File: src/rtl/rbist_pkg.sv
package rbist_pkg;

    typedef enum logic [2:0] {
        ST_IDLE,
        ST_LOAD,
        ST_RUN,
        ST_TAIL,
        ST_CMP,
        ST_PAUSE,
        ST_DONE
    } rbist_state_t;

    typedef struct packed {
        logic load;     // reseed signature, rewind address
        logic read;     // issue one memory read
        logic compare;  // judge signature against golden
    } rbist_ctl_t;

    function automatic logic is_active(rbist_state_t s);
        return (s != ST_IDLE) && (s != ST_DONE);
    endfunction

endpackage

File: src/rtl/rbist_addr_gen.sv
module rbist_addr_gen #(
    parameter int ADDR_W = 6
) (
    input  logic              clk,
    input  logic              rst,
    input  logic              clear,
    input  logic              step,
    output logic [ADDR_W-1:0] addr,
    output logic              last
);
    localparam logic [ADDR_W-1:0] TOP_ADDR = {ADDR_W{1'b1}};

    always_ff @(posedge clk) begin
        if (rst)        addr <= '0;
        else if (clear) addr <= '0;
        else if (step)  addr <= addr + 1'b1;
    end

    assign last = (addr == TOP_ADDR);

    // back-to-back reads walk up by exactly one
    p_addr_step_r2: assert property (@(posedge clk) disable iff (rst)
        step |=> (!step || ((addr - $past(addr)) == ADDR_W'(1))));

endmodule

File: src/rtl/rbist_misr.sv
module rbist_misr #(
    parameter int              W    = 16,
    parameter logic [W-1:0]    POLY = 16'hB400
) (
    input  logic         clk,
    input  logic         rst,
    input  logic         load,
    input  logic [W-1:0] seed,
    input  logic         cap,
    input  logic [W-1:0] data,
    output logic [W-1:0] sig
);
    logic [W-1:0] state_q;
    logic [W-1:0] fold;

    always_comb begin
        fold = {1'b0, state_q[W-1:1]} ^ data;
        if (state_q[0]) fold = fold ^ POLY;
    end

    always_ff @(posedge clk) begin
        if (rst)       state_q <= '0;
        else if (load) state_q <= seed;
        else if (cap)  state_q <= fold;
    end

    assign sig = state_q;

    // reseed takes the seed value
    p_seed_load_r3: assert property (@(posedge clk) disable iff (rst)
        load |=> (state_q == $past(seed)));

    // without capture or load the signature holds
    p_sig_hold_r3: assert property (@(posedge clk) disable iff (rst)
        (!load && !cap) |=> $stable(state_q));

endmodule

File: src/rtl/rbist_ctrl.sv
module rbist_ctrl
    import rbist_pkg::*;
(
    input  logic       clk,
    input  logic       rst,
    input  logic       start,
    input  logic       resume,
    input  logic       last,
    input  logic       match,
    output rbist_ctl_t ctl,
    output logic       busy,
    output logic       paused,
    output logic       done,
    output logic       fail
);
    rbist_state_t state_q, state_d;
    logic         second_q;
    logic         fail_q;
    logic         accept;

    assign accept = start && !is_active(state_q);

    always_comb begin
        ctl     = '0;
        state_d = state_q;
        unique case (state_q)
            ST_IDLE, ST_DONE: if (start) state_d = ST_LOAD;
            ST_LOAD: begin
                ctl.load = 1'b1;
                state_d  = ST_RUN;
            end
            ST_RUN: begin
                ctl.read = 1'b1;
                if (last) state_d = ST_TAIL;
            end
            ST_TAIL: state_d = ST_CMP;
            ST_CMP: begin
                ctl.compare = 1'b1;
                state_d     = second_q ? ST_DONE : ST_PAUSE;
            end
            ST_PAUSE: if (resume) state_d = ST_LOAD;
            default: state_d = ST_IDLE;
        endcase
    end

    always_ff @(posedge clk) begin
        if (rst) begin
            state_q  <= ST_IDLE;
            second_q <= 1'b0;
            fail_q   <= 1'b0;
        end else begin
            state_q <= state_d;
            if (accept) begin
                second_q <= 1'b0;
                fail_q   <= 1'b0;
            end else begin
                if (state_q == ST_PAUSE && resume) second_q <= 1'b1;
                if (ctl.compare && !match)          fail_q   <= 1'b1;
            end
        end
    end

    assign busy   = is_active(state_q);
    assign paused = (state_q == ST_PAUSE);
    assign done   = (state_q == ST_DONE);
    assign fail   = fail_q;

    // no reads during the pause
    p_pause_quiet_r5: assert property (@(posedge clk) disable iff (rst)
        paused |-> !ctl.read);

    // done means idle with no reads
    p_done_idle_r6: assert property (@(posedge clk) disable iff (rst)
        done |-> (!busy && !ctl.read));

    // a mismatch flag persists through the rest of the test
    p_fail_sticky_r4: assert property (@(posedge clk) disable iff (rst)
        (fail && busy) |=> fail);

    // the pause is left only toward a reseed
    p_pause_exit_r5: assert property (@(posedge clk) disable iff (rst)
        (paused && resume) |=> ctl.load);

endmodule

File: src/rtl/rom_sig_bist.sv
module rom_sig_bist
    import rbist_pkg::*;
#(
    parameter int                 ADDR_W = 6,
    parameter int                 DATA_W = 16,
    parameter logic [DATA_W-1:0]  POLY   = 16'hB400
) (
    input  logic              clk,
    input  logic              rst,
    input  logic              start_i,
    input  logic              resume_i,
    input  logic [DATA_W-1:0] seed_i,
    input  logic [DATA_W-1:0] golden_i,
    output logic [ADDR_W-1:0] rom_addr_o,
    output logic              rom_en_o,
    input  logic [DATA_W-1:0] rom_data_i,
    output logic              busy_o,
    output logic              paused_o,
    output logic              done_o,
    output logic              pass_o,
    output logic              fail_o,
    output logic [DATA_W-1:0] sig_o
);
    rbist_ctl_t        ctl;
    logic              last;
    logic              cap_q;
    logic [DATA_W-1:0] sig;

    rbist_ctrl u_ctrl (
        .clk    (clk),
        .rst    (rst),
        .start  (start_i),
        .resume (resume_i),
        .last   (last),
        .match  (sig == golden_i),
        .ctl    (ctl),
        .busy   (busy_o),
        .paused (paused_o),
        .done   (done_o),
        .fail   (fail_o)
    );

    rbist_addr_gen #(.ADDR_W(ADDR_W)) u_addr (
        .clk   (clk),
        .rst   (rst),
        .clear (ctl.load),
        .step  (ctl.read),
        .addr  (rom_addr_o),
        .last  (last)
    );

    // data is valid one cycle after the enable
    always_ff @(posedge clk) begin
        if (rst) cap_q <= 1'b0;
        else     cap_q <= ctl.read;
    end

    rbist_misr #(.W(DATA_W), .POLY(POLY)) u_misr (
        .clk  (clk),
        .rst  (rst),
        .load (ctl.load),
        .seed (seed_i),
        .cap  (cap_q),
        .data (rom_data_i),
        .sig  (sig)
    );

    assign rom_en_o = ctl.read;
    assign sig_o    = sig;
    assign pass_o   = done_o && !fail_o;

    // every capture follows a read one cycle earlier
    p_cap_after_read_r3: assert property (@(posedge clk) disable iff (rst)
        cap_q |-> $past(rom_en_o));

endmodule

File: config.mk
export PLATFORM = sky130hd
export DESIGN_NAME = rom_sig_bist
export DESIGN_NICKNAME = d
export VERILOG_FILES = /design/src/rtl/rbist_pkg.sv /design/src/rtl/rbist_addr_gen.sv /design/src/rtl/rbist_misr.sv /design/src/rtl/rbist_ctrl.sv /design/src/rtl/rom_sig_bist.sv
export SDC_FILE = /design/constraint.sdc
export NUM_CORES = 1
export LEC_CHECK = 0
export CAP_MARGIN = 30
export CORE_ASPECT_RATIO = 1.25
export CORE_MARGIN = 3
export CORE_UTILIZATION = 30
export DETAILED_ROUTE_END_ITERATION = 10
export PLACE_DENSITY = 0.61
export SKIP_LAST_GASP = 1
export SLEW_MARGIN = 15
export SYNTH_ARGS = -nofsm -noshare
export SYNTH_HDL_FRONTEND = slang
export SYNTH_SLANG_ARGS = --single-unit
File: constraint.sdc
create_clock -name clk -period 2 [get_ports clk]
set_clock_uncertainty 0.15 [all_clocks]
set_input_delay 0.6 -clock clk [delete_from_list [all_inputs] [get_ports clk]]
set_output_delay 0.6 -clock clk [all_outputs]
set_load 0.02 [all_outputs]
==> summary.md <==
| Metric | Value |
|---|---|
| Initial antenna violation count | `0` |
| Starting Density | `31.69%` |
| Maximum VDD drop | `0.0003880 V` |
| IO Count | `80` |
| ANT nets after route | `0` |
| Core area | `5189 um^2` |
| Initial DRC count | `46` |
| Vias per Instance | `4.647` |
| Num Clock Sinks | `28` |
| Die W | `72.22 um` |
| Int Pwr | `1294 uW` |
| Leading area contributor after synthesis | `dfxtp_1` |
| Max-cap violations | `0` |
| Endpoints failing setup | `0` |
| Leakage power | `0.001248 uW` |
| RSZ-0062 raised after global routing | `yes` |
| CTS Buf Count | `3` |
| TritonRoute pass-1 iters | `5` |
| Slew @ Worst Pin | `317.2 ps` |
| Rel. slew slack | `78.66%` |
| CTS tree | `done` |
| Global-route wire length before repair | `7.728 mm` |
| Via count | `1659` |
| Final period utilization | `97.21%` |
| Std-Cell Rows | `29` |
| Ant diodes | `0` |
| Gate power share | `46.9%` |
| Clock power share | `17.7%` |
| Clk root buf | `clkbuf_8` |
| Min Clock Period, post-route | `1944 ps` |
| Synth cell types | `30` |
| Mapped Nets | `249` |
| Total GRT Usage | `15.12%` |
| Cells after Synth | `196` |
| Clock Latency Late Sink | `270 ps` |
| Area Growth Syn to Fin | `65.68%` |
| PD cells | `727.0 nW/um^2` |
| Number of synthesized flops with an enable pin | `0` |
| Ranking of synthesized cells by area | `dfxtp_1 (34%), xnor2_1 (12%), xor2_1 (11%)` |
| Crit-path max FO | `9` |
| Post-Place Worst Slack | `-222.3 ps` |
| GR Overflow Total | `0` |
| Post-CTS Hold Buffers | `0` |
| CP Data Arrival Time | `1190 ps` |
| Nets | `349` |
| Average cell area after synthesis | `8.388 um^2` |
| Largest net degree at the start of global routing | `30` |
| Switching Fraction | `34.63%` |
| Top cell type's share of synthesized area | `34.09%` |
| Flop pwr share | `35.4%` |
| Worst path required time | `1250 ps` |
| Hold Vio Cnt, Final | `0` |
| Placer congestion estimate | `0.7986` |
| H-tree depth | `1` |
| Switch Pwr | `685.8 uW` |
| Vias in the first global route | `1679` |
| Worst Setup End Kind | `output port` |
| Most common cell in the netlist | `nor2_1` |
| Clock Tree Buf Depth | `2` |
| Power Total | `1980 uW` |
| Ys Warns | `0` |
| Clk slew on worst S/H paths | `90 ps` |
| Yosys reg bits | `28` |
| Full die area | `6410 um^2` |
| Outcome | `finished, final reports clean` |
| Die Span Y | `88.77 um` |
| Layout cells sized above 1 | `15.93%` |
| Path type of the worst setup path | `register to output port` |
| HPWL Detailed | `3.716 mm` |
| Mapped cell area | `1644 um^2` |
| Startpoint class of the critical path | `register` |
| IO buf count | `79` |
| PnR worst setup slack | `55.81 ps` |
| Synth top cells by count | `nor2_1 (36), dfxtp_1 (28), xnor2_1 (22)` |
| Ys async rst share | `0%` |
| WL final | `4.779 mm` |
| Post-synthesis sequential area ratio | `34.09%` |
| Ys flop type | `dfxtp_1` |
| Maximum clock frequency | `514.4 MHz` |
| WL per Instance | `13.39 um` |
| # DRC | `0` |
| Max-slew violations | `0` |
| Min-delay worst type | `register to register` |
## power by group through the flow
| stage | sequential (uW) | clock [uW] | combinational (uW) |
|---|---|---|---|
| finish | 700 | 351 | 929 |
| global route | 713 | 396 | 1020 |
| CTS | 701 | 370 | 938 |
| detailed placement | 715 | 0 | 966 |
| global placement | 714 | 0 | 963 |
| floorplan | 794 | 0 | 454 |
## routing by layer
| metal | GRT usage [%] | up-vias | part of all wire [%] |
|---|---|---|---|
| met4 | 3.590 | 0 | 0.50 |
| li1 | - | 872 | - |
| met5 | 0 | - | 0 |
| met2 | 25.52 | 52 | 49 |
| met3 | 3.864 | 2 | 7.3 |
| met1 | 19.22 | 733 | 43 |
## layout make-up
cell class	instances	area [um^2]
multi-input combinational	152	1021
clock buffer	4	55.05
inverter	3	11.26
fill	515	2465
tap	62	77.57
timing repair buffer	108	997.2
sequential	28	561.8
## final timing paths
| path | start | end | slack (ps) | depth (start not counted) |
|---|---|---|---|---|
| setup / recovery | u_ctrl.state_q[1] | pass_o | 60 | 3 |
| hold / removal | u_ctrl.second_q | u_ctrl.second_q | 390 | 2 |
| setup reg to reg | u_ctrl.state_q[0] | u_misr.sig[8] | 300 | 7 |
| hold reg to reg | u_ctrl.second_q | u_ctrl.second_q | 390 | 2 |
## flip-flops by register name, summed over array words and instances (netlist names)
signal / cells
u_ctrl.second_q: 1
u_ctrl.fail: 1
u_ctrl.state_q: 3
cap_q: 1
u_misr.sig: 16
u_addr.addr: 6
## cells by family (layout without fill, tap and decap cells)
logic type               after synthesis  count (layout)  synth area share, %
AND/OR/NAND/NOR                       65              65                20.09
XOR/XNOR                              42              42                22.37
AO/OA/AOI/OAI                         40              40                15.45
flip-flops                            28              28                34.09
buffers and inverters                 16             115                4.794
multiplexers                           4               4                2.435
adder cells (fa/ha/maj)                1               1               0.7609
## cell usage in the layout, fill, tap and decap left out, types with 3 or more instances in the layout
cell | Yosys | layout
a21oi_1 | 16 | 16
clkdlybuf4s50_1 | 0 | 51
dlygate4sd2_1 | 0 | 15
nor2_1 | 36 | 36
and3_1 | 3 | 3
mux2i_1 | 4 | 4
nor2b_1 | 4 | 3
clkbuf_8 | 0 | 4
xnor2_1 | 22 | 21
nor4_1 | 4 | 3
xor2_1 | 20 | 20
dfxtp_1 | 28 | 27
dlymetal6s2s_1 | 0 | 8
nand2_1 | 5 | 5
clkbuf_2 | 0 | 3
a211oi_1 | 16 | 16
nand4_1 | 5 | 5
buf_4 | 3 | 28
## through the flow
stage	hold WS [ps]	std cells	utilization (%)	cell area (um^2)	setup TNS [ps]
after global routing	427.3	357	52.50	2724	-32.79
after detailed placement	372.5	353	51.60	2678	-590.8
after CTS	393.6	357	52.06	2701	-224.9
final	390.2	357	52.50	2724	0
after global placement	370.9	353	51.60	2678	-471.5
after floorplan	331.1	196	-	1647	0
## critical path, cell delays in order (launching register included)
cell,delay (ps)
dfxtp_2,430
and3_1,200
nor2b_2,130
clkbuf_2,160
## repair_timing
item / 4_1_cts / 5_1_grt
endpoints found under the hold margin: 0 / 0
gates resized for setup: 27 / 16
gates cloned: 0 / 0
setup endpoints to repair: 20 / 13
setup buffers: 0 / 0
No activity file was read; power rests on OpenSTA's default activity.
